$ cat src/rtl/mb_pkg.sv
package mb_pkg;
   // Events that can reach one handshake flag in one cycle
   typedef struct packed {
      logic set;       // write-side set
      logic load;      // legacy load
      logic load_val;  // value for legacy load
      logic clr;       // clear
   } flag_evt_t;
endpackage

$ cat src/rtl/mb_flag.sv
module mb_flag
   import mb_pkg::*;
#(
   parameter bit SET_WINS = 1'b1
) (
   input  logic      clk,
   input  logic      rst_n,
   input  flag_evt_t evt,
   output logic      q
);
   logic nxt;

   generate
      if (SET_WINS) begin : g_set_first
         always_comb begin
            if (evt.set)       nxt = 1'b1;
            else if (evt.load) nxt = evt.load_val;
            else if (evt.clr)  nxt = 1'b0;
            else               nxt = q;
         end
      end else begin : g_clr_first
         always_comb begin
            if (evt.clr)       nxt = 1'b0;
            else if (evt.load) nxt = evt.load_val;
            else if (evt.set)  nxt = 1'b1;
            else               nxt = q;
         end
      end
   endgenerate

   always_ff @(posedge clk) begin
      if (!rst_n) q <= 1'b0;
      else        q <= nxt;
   end
endmodule

$ cat src/rtl/mb_byte_reg.sv
module mb_byte_reg #(
   parameter int          DW      = 8,
   parameter logic [DW-1:0] RST_VAL = '0
) (
   input  logic          clk,
   input  logic          rst_n,
   input  logic          we,
   input  logic [DW-1:0] d,
   output logic [DW-1:0] q
);
   always_ff @(posedge clk) begin
      if (!rst_n)  q <= RST_VAL;
      else if (we) q <= d;
   end
endmodule

$ cat src/rtl/mb_ctl.sv
module mb_ctl #(
   parameter int DW         = 8,
   parameter int RST_BIT    = 7,
   parameter int NMI_BIT    = 6,
   parameter int LED_BIT    = 5,
   parameter int RST_CYCLES = 4,
   parameter bit LED_RST    = 1'b1
) (
   input  logic          clk,
   input  logic          rst_n,
   input  logic          we,
   input  logic [DW-1:0] d,
   output logic          cop_rst,
   output logic          cop_nmi,
   output logic          led_on
);
   localparam int CW = $clog2(RST_CYCLES + 1);

   initial begin
      assert (RST_CYCLES >= 1) else $fatal(1, "mb_ctl: RST_CYCLES must be at least 1");
      assert (RST_BIT < DW && NMI_BIT < DW && LED_BIT < DW)
         else $fatal(1, "mb_ctl: control bit outside the byte");
   end

   logic rst_req, nmi_req, led_req;
   assign rst_req = we & d[RST_BIT];
   assign nmi_req = we & d[NMI_BIT];
   assign led_req = we & d[LED_BIT];

   always_ff @(posedge clk) begin
      if (!rst_n) begin
         cop_nmi <= 1'b0;
         led_on  <= LED_RST;
      end else begin
         cop_nmi <= nmi_req;
         if (led_req) led_on <= ~led_on;
      end
   end

   generate
      if (RST_CYCLES == 1) begin : g_rst_single
         logic rst_q;
         always_ff @(posedge clk) begin
            if (!rst_n) rst_q <= 1'b0;
            else        rst_q <= rst_req;
         end
         assign cop_rst = rst_q;
      end else begin : g_rst_count
         logic [CW-1:0] cnt;
         always_ff @(posedge clk) begin
            if (!rst_n)             cnt <= '0;
            else if (rst_req)       cnt <= CW'(RST_CYCLES);
            else if (cnt != '0)     cnt <= cnt - 1'b1;
         end
         assign cop_rst = (cnt != '0);
      end
   endgenerate
endmodule

$ cat src/rtl/hostcop_mailbox.sv
module hostcop_mailbox
   import mb_pkg::*;
#(
   parameter int DW           = 8,
   parameter int CMD_FLAG_BIT = 0,
   parameter int DAT_FLAG_BIT = 7,
   parameter int RST_BIT      = 7,
   parameter int NMI_BIT      = 6,
   parameter int LED_BIT      = 5,
   parameter int RST_CYCLES   = 4,
   parameter bit SET_WINS     = 1'b1,
   parameter bit LED_RST      = 1'b1
) (
   input  logic          clk,
   input  logic          rst_n,
   input  logic          h_cmd_we,
   input  logic          h_dat_we,
   input  logic          h_ctl_we,
   input  logic [DW-1:0] h_wdata,
   output logic [DW-1:0] h_status,
   output logic [DW-1:0] h_rdata,
   input  logic          c_dat_rd,
   input  logic          c_dat_we,
   input  logic          c_clr_acc,
   input  logic          c_leg_dat_acc,
   input  logic          c_leg_cmd_acc,
   input  logic [DW-1:0] c_wdata,
   input  logic          c_page_lsb,
   input  logic          c_vol4_b5,
   output logic [DW-1:0] c_cmd,
   output logic [DW-1:0] c_rdata,
   output logic [DW-1:0] c_status,
   output logic          cop_rst,
   output logic          cop_nmi,
   output logic          led_on
);
   initial begin
      assert (CMD_FLAG_BIT != DAT_FLAG_BIT)
         else $fatal(1, "hostcop_mailbox: flag positions collide");
      assert (CMD_FLAG_BIT < DW && DAT_FLAG_BIT < DW)
         else $fatal(1, "hostcop_mailbox: flag position outside the byte");
   end

   // ---------------- byte registers ----------------
   mb_byte_reg #(.DW(DW)) u_cmd_reg (
      .clk(clk), .rst_n(rst_n), .we(h_cmd_we), .d(h_wdata), .q(c_cmd)
   );
   mb_byte_reg #(.DW(DW)) u_h2c_reg (
      .clk(clk), .rst_n(rst_n), .we(h_dat_we), .d(h_wdata), .q(c_rdata)
   );
   mb_byte_reg #(.DW(DW)) u_c2h_reg (
      .clk(clk), .rst_n(rst_n), .we(c_dat_we), .d(c_wdata), .q(h_rdata)
   );

   // ---------------- handshake flags ----------------
   flag_evt_t cmd_evt, dat_evt;
   logic      cmd_flag, dat_flag;

   always_comb begin
      cmd_evt.set      = h_cmd_we;
      cmd_evt.load     = c_leg_cmd_acc;
      cmd_evt.load_val = c_vol4_b5;
      cmd_evt.clr      = c_clr_acc;
      dat_evt.set      = h_dat_we | c_dat_we;
      dat_evt.load     = c_leg_dat_acc;
      dat_evt.load_val = ~c_page_lsb;
      dat_evt.clr      = c_dat_rd;
   end

   mb_flag #(.SET_WINS(SET_WINS)) u_cmd_flag (
      .clk(clk), .rst_n(rst_n), .evt(cmd_evt), .q(cmd_flag)
   );
   mb_flag #(.SET_WINS(SET_WINS)) u_dat_flag (
      .clk(clk), .rst_n(rst_n), .evt(dat_evt), .q(dat_flag)
   );

   // ---------------- status byte ----------------
   logic [DW-1:0] status;
   generate
      for (genvar b = 0; b < DW; b++) begin : g_stat
         if (b == CMD_FLAG_BIT) begin : g_cmd
            assign status[b] = cmd_flag;
         end else if (b == DAT_FLAG_BIT) begin : g_dat
            assign status[b] = dat_flag;
         end else begin : g_zero
            assign status[b] = 1'b0;
         end
      end
   endgenerate

   assign h_status = status;
   assign c_status = status;

   // ---------------- host control byte ----------------
   mb_ctl #(
      .DW(DW), .RST_BIT(RST_BIT), .NMI_BIT(NMI_BIT), .LED_BIT(LED_BIT),
      .RST_CYCLES(RST_CYCLES), .LED_RST(LED_RST)
   ) u_ctl (
      .clk(clk), .rst_n(rst_n), .we(h_ctl_we), .d(h_wdata),
      .cop_rst(cop_rst), .cop_nmi(cop_nmi), .led_on(led_on)
   );
endmodule

$ cat config.mk
export PLATFORM = sky130hd
export DESIGN_NAME = hostcop_mailbox
export DESIGN_NICKNAME = d
export VERILOG_FILES = /design/src/rtl/mb_pkg.sv /design/src/rtl/mb_flag.sv /design/src/rtl/mb_byte_reg.sv /design/src/rtl/mb_ctl.sv /design/src/rtl/hostcop_mailbox.sv
export SDC_FILE = /design/constraint.sdc
export NUM_CORES = 1
export LEC_CHECK = 0
export BUFFER_PORTS_ARGS = -buffer_cell sky130_fd_sc_hd__buf_4
export CAP_MARGIN = 30
export CORE_ASPECT_RATIO = 0.5
export CORE_UTILIZATION = 25
export DETAILED_ROUTE_END_ITERATION = 12
export PLACE_DENSITY = 0.52
export SETUP_SLACK_MARGIN = 0.5
export SKIP_CTS_REPAIR_TIMING = 1
export SLEW_MARGIN = 20
export SYNTH_ARGS = -nofsm -noshare
export SYNTH_HDL_FRONTEND = slang
export SYNTH_SLANG_ARGS = --single-unit
$ cat constraint.sdc
create_clock -name clk -period 2.39 [get_ports clk]
set_clock_uncertainty 0.15 [all_clocks]
set_input_delay 0.5975 -clock clk [delete_from_list [all_inputs] [get_ports clk]]
set_output_delay 0.5975 -clock clk [all_outputs]
set_load 0.02 [all_outputs]
==> run summary <==
=======================================================================================
Status ................................................................... complete, no violations
Vias in the first global route ...........................................          839
GP Congestion ............................................................        0.652
HPWL after detailed placement ............................................      1960 um
RSZ-0062 raised after global routing .....................................          yes
Worst Path Class, Setup ..................................................      reg2out
Core area ................................................................     5070 um2
Number of DRC violations after detailed routing ..........................            0
Number of routed nets with antenna violations ............................            0
Total number of vias .....................................................          987
Leakage power total ......................................................     0.911 nW
EDFF count, synth ........................................................            0
Largest cells by area after synthesis .................................... sky130_fd_sc_hd__dfxtp_1, sky130_fd_sc_hd__mux2i_1, sky130_fd_sc_hd__nor2b_1
Total stage count of the critical path ...................................            5
Internal power consumption ...............................................     0.999 mW
Commonest cells in the netlist ........................................... sky130_fd_sc_hd__dfxtp_1, sky130_fd_sc_hd__mux2i_1, sky130_fd_sc_hd__nor2b_1
Maximum number of pins on one net before global-route repair .............           32
Final period utilization .................................................        79.6%
Delay-heaviest family, CP ................................................   flip-flops
Number of stages on the worst hold path ..................................            2
Clock period minus worst slack ...........................................      1.90 ns
Vertical die dimension ...................................................      54.1 um
Clk Tree Root Cell ....................................................... sky130_fd_sc_hd__clkbuf_8
Cells along the critical path ............................................ inv_2, ha_4, ha_4, inv_2, buf_6
Final std cells w/o fill .................................................          254
Clk sink count ...........................................................           31
Hold WC Path Type ........................................................      reg2reg
Overall die width ........................................................       106 um
Worst vdd rail ir drop ...................................................     0.210 mV
Fmax .....................................................................      525 MHz
R2r worst-path depth .....................................................            6
Number of violations reported at the end of detailed-routing iteration 0 .           10
TritonCTS buffer count ...................................................            5
Core Util, Final .........................................................        37.3%
Worst-path cell with the longest stage delay ............................. sky130_fd_sc_hd__dfxtp_2
Level count of the clock H-tree ..........................................            2
Clock Pin Slew Worst Setup and Hold Paths ................................      0.06 ns
Synth async-reset ratio ..................................................           0%
First-pass GRT wire length ...............................................      3870 um
Highest fanout seen on the critical path .................................            4
TritonCTS clock tree .....................................................        built
Data arrival time of the critical path ...................................      1.16 ns
Initial DRT Pass Iterations ..............................................            3
Library cell occupying the most area in the post-synthesis netlist ....... sky130_fd_sc_hd__dfxtp_1
Insertion delay to the later sink of the worst-skew pair .................      0.27 ns
Synthesized flop and latch total .........................................           31
Netlist cell types .......................................................           20
Total global routing track utilization ...................................        9.19%
Count of final hold-check violations .....................................            0
Net switching share of the total power ...................................        30.0%
Starting density of the core .............................................        26.7%
Number of instances in the synthesized netlist ...........................          127
Max-slew violations ......................................................            0
Worst-case setup slack after placement ...................................     0.574 ns
Total power density per cell area ........................................   755 nW/um2
Aggregate routed wire length .............................................      2700 um
Average wire per cell in the routed design ...............................      10.6 um
Worst-case setup margin in the final layout ..............................     0.487 ns
Clock network fraction of design power ...................................        28.1%
Share of the synthesized area in the top cell type .......................        45.8%
Antenna violations before repair .........................................            0
Type of origin of the critical path ......................................         flop
Net switching power ......................................................     0.427 mW
Antenna diode count ......................................................            0
Combinational share of power .............................................        30.4%
Synthesized area per cell ................................................     10.7 um2
I/O pins .................................................................           71
Share of the yosys chip area belonging to registers ......................        45.8%
Number of fill cells in the layout .......................................          528
Die Area .................................................................     5740 um2
Share of power burned in registers .......................................        41.5%
Worst path buffer plus inverter count ....................................            3
Setup TNS ................................................................         0 ns
# rows ...................................................................           18
Area added between synthesis and finish ..................................        39.4%
Max-cap violations .......................................................            0
# placed instances .......................................................          244
# nets final .............................................................          214
Yosys warns ..............................................................            0
Required time at the endpoint of the critical path .......................      1.64 ns
Vias per inst ............................................................         3.89
Element type at the critical path end ....................................   output pin
Synthesized cell area ....................................................     1360 um2
Number of port buffers ...................................................           58
Number of buffers between clock root and the deepest sink ................            2
Top-count cell post-synth ................................................ sky130_fd_sc_hd__dfxtp_1
Count of final setup violators ...........................................            0
Share of post-route cells with drive strength above 1 ....................        40.2%
Top flip-flop cell by instance count after synthesis ..................... sky130_fd_sc_hd__dfxtp_1
Total congestion overflow ................................................            0
CP peak stage delay ......................................................      0.33 ns
=======================================================================================
## tightest hold or removal path, cell delays in order (launching register included)
cell and delay (ns):
sky130_fd_sc_hd__dfxtp_1 0.33, sky130_fd_sc_hd__mux2i_1 0.06, sky130_fd_sc_hd__nor2b_1 0.09
## cell type report
type / count / area [um2] / share of cell area [%]
Inverter: 5 / 18.8 / 0.993
Timing Repair Buffer: 60 / 454 / 24.0
Clock inverter: 2 / 12.5 / 0.662
Tap cell: 70 / 87.6 / 4.64
Clock buffer: 6 / 72.6 / 3.84
Sequential cell: 31 / 623 / 33.0
Multi-Input combinational cell: 80 / 621 / 32.8
## kinds of logic (layout without fill, tap and decap cells)
group,after synthesis,count (layout),synth area share [%]
xor+xnor,1,1,0.646
flops,31,31,45.8
buf+inv,27,73,13.3
simple gates,32,32,14.9
other cells,1,12,0.277
fa+ha+maj,3,3,2.77
compound gates,7,7,3.88
mux,25,25,18.5
## state kept, by name, summed over array words and instances (netlist names)
name	cells
u_ctl.g_rst_count.cnt	3
u_ctl.cop_nmi	1
u_h2c_reg.q	8
u_cmd_reg.q	8
u_ctl.led_on	1
u_c2h_reg.q	8
u_cmd_flag.q	1
u_dat_flag.q	1
## power groups by stage
stage	Sequential [mW]	Combinational [mW]	Clock, mW
6_report	0.592	0.433	0.401
5_1_grt	0.596	0.467	0.444
4_1_cts	0.587	0.352	0.424
3_5_place_dp	0.599	0.350	0
3_3_place_gp	0.598	0.341	0
2_1_floorplan	0.627	0.213	0
## routing by layer
layer / part of all wire [%] / GRT usage, % / vias to the layer above
li1: - / - / 495
met1: 44 / 9.96 / 456
met2: 50 / 16.2 / 30
met3: 4.3 / 3.51 / 6
met4: 1.7 / 4.86 / 0
met5: 0 / 0 / -
## through the flow
| stage | cell area, um2 | total power [mW] | hold WS (ns) |
|---|---|---|---|
| after floorplan | 1400 | 0.840 | 0.338 |
| after CTS | 1840 | 1.36 | 0.375 |
| after global routing | 1890 | 1.51 | 0.378 |
| after detailed placement | 1760 | 0.949 | 0.358 |
| after global placement | 1760 | 0.939 | 0.349 |
| final | 1890 | 1.43 | 0.366 |
## layout by cell type (no fill, tap or decap)
master	n
sky130_fd_sc_hd__buf_4	59
sky130_fd_sc_hd__dfxtp_1	29
sky130_fd_sc_hd__mux2i_1	25
sky130_fd_sc_hd__nor2b_1	25
sky130_fd_sc_hd__conb_1	12
sky130_fd_sc_hd__clkbuf_8	5
sky130_fd_sc_hd__inv_2	3
sky130_fd_sc_hd__and3_1	3
sky130_fd_sc_hd__inv_1	2
sky130_fd_sc_hd__a21boi_0	2
sky130_fd_sc_hd__a21oi_1	2
sky130_fd_sc_hd__ha_4	2
sky130_fd_sc_hd__dfxtp_2	2
sky130_fd_sc_hd__nand2_1	1
sky130_fd_sc_hd__nand2b_1	1
sky130_fd_sc_hd__o2111a_1	1
sky130_fd_sc_hd__or3b_1	1
sky130_fd_sc_hd__o21ai_0	1
sky130_fd_sc_hd__nor3b_1	1
sky130_fd_sc_hd__o41a_1	1
sky130_fd_sc_hd__xnor2_1	1
sky130_fd_sc_hd__ha_1	1
sky130_fd_sc_hd__clkbuf_1	1
sky130_fd_sc_hd__clkinvlp_4	1
sky130_fd_sc_hd__clkinv_2	1
sky130_fd_sc_hd__buf_6	1
## worst paths after layout
path / startpoint / to / slack (ns)
setup / recovery: u_ctl.g_rst_count.cnt[1]$_SDFFE_PP0P_ / cop_rst / 0.49
hold / removal: u_c2h_reg.q[6]$_SDFFE_PN0P_ / u_c2h_reg.q[6]$_SDFFE_PN0P_ / 0.37
setup reg to reg: u_ctl.g_rst_count.cnt[1]$_SDFFE_PP0P_ / u_ctl.g_rst_count.cnt[2]$_SDFFE_PN0P_ / 1.07
hold reg to reg: u_c2h_reg.q[6]$_SDFFE_PN0P_ / u_c2h_reg.q[6]$_SDFFE_PN0P_ / 0.37
No activity file was read; power rests on OpenSTA's default activity.
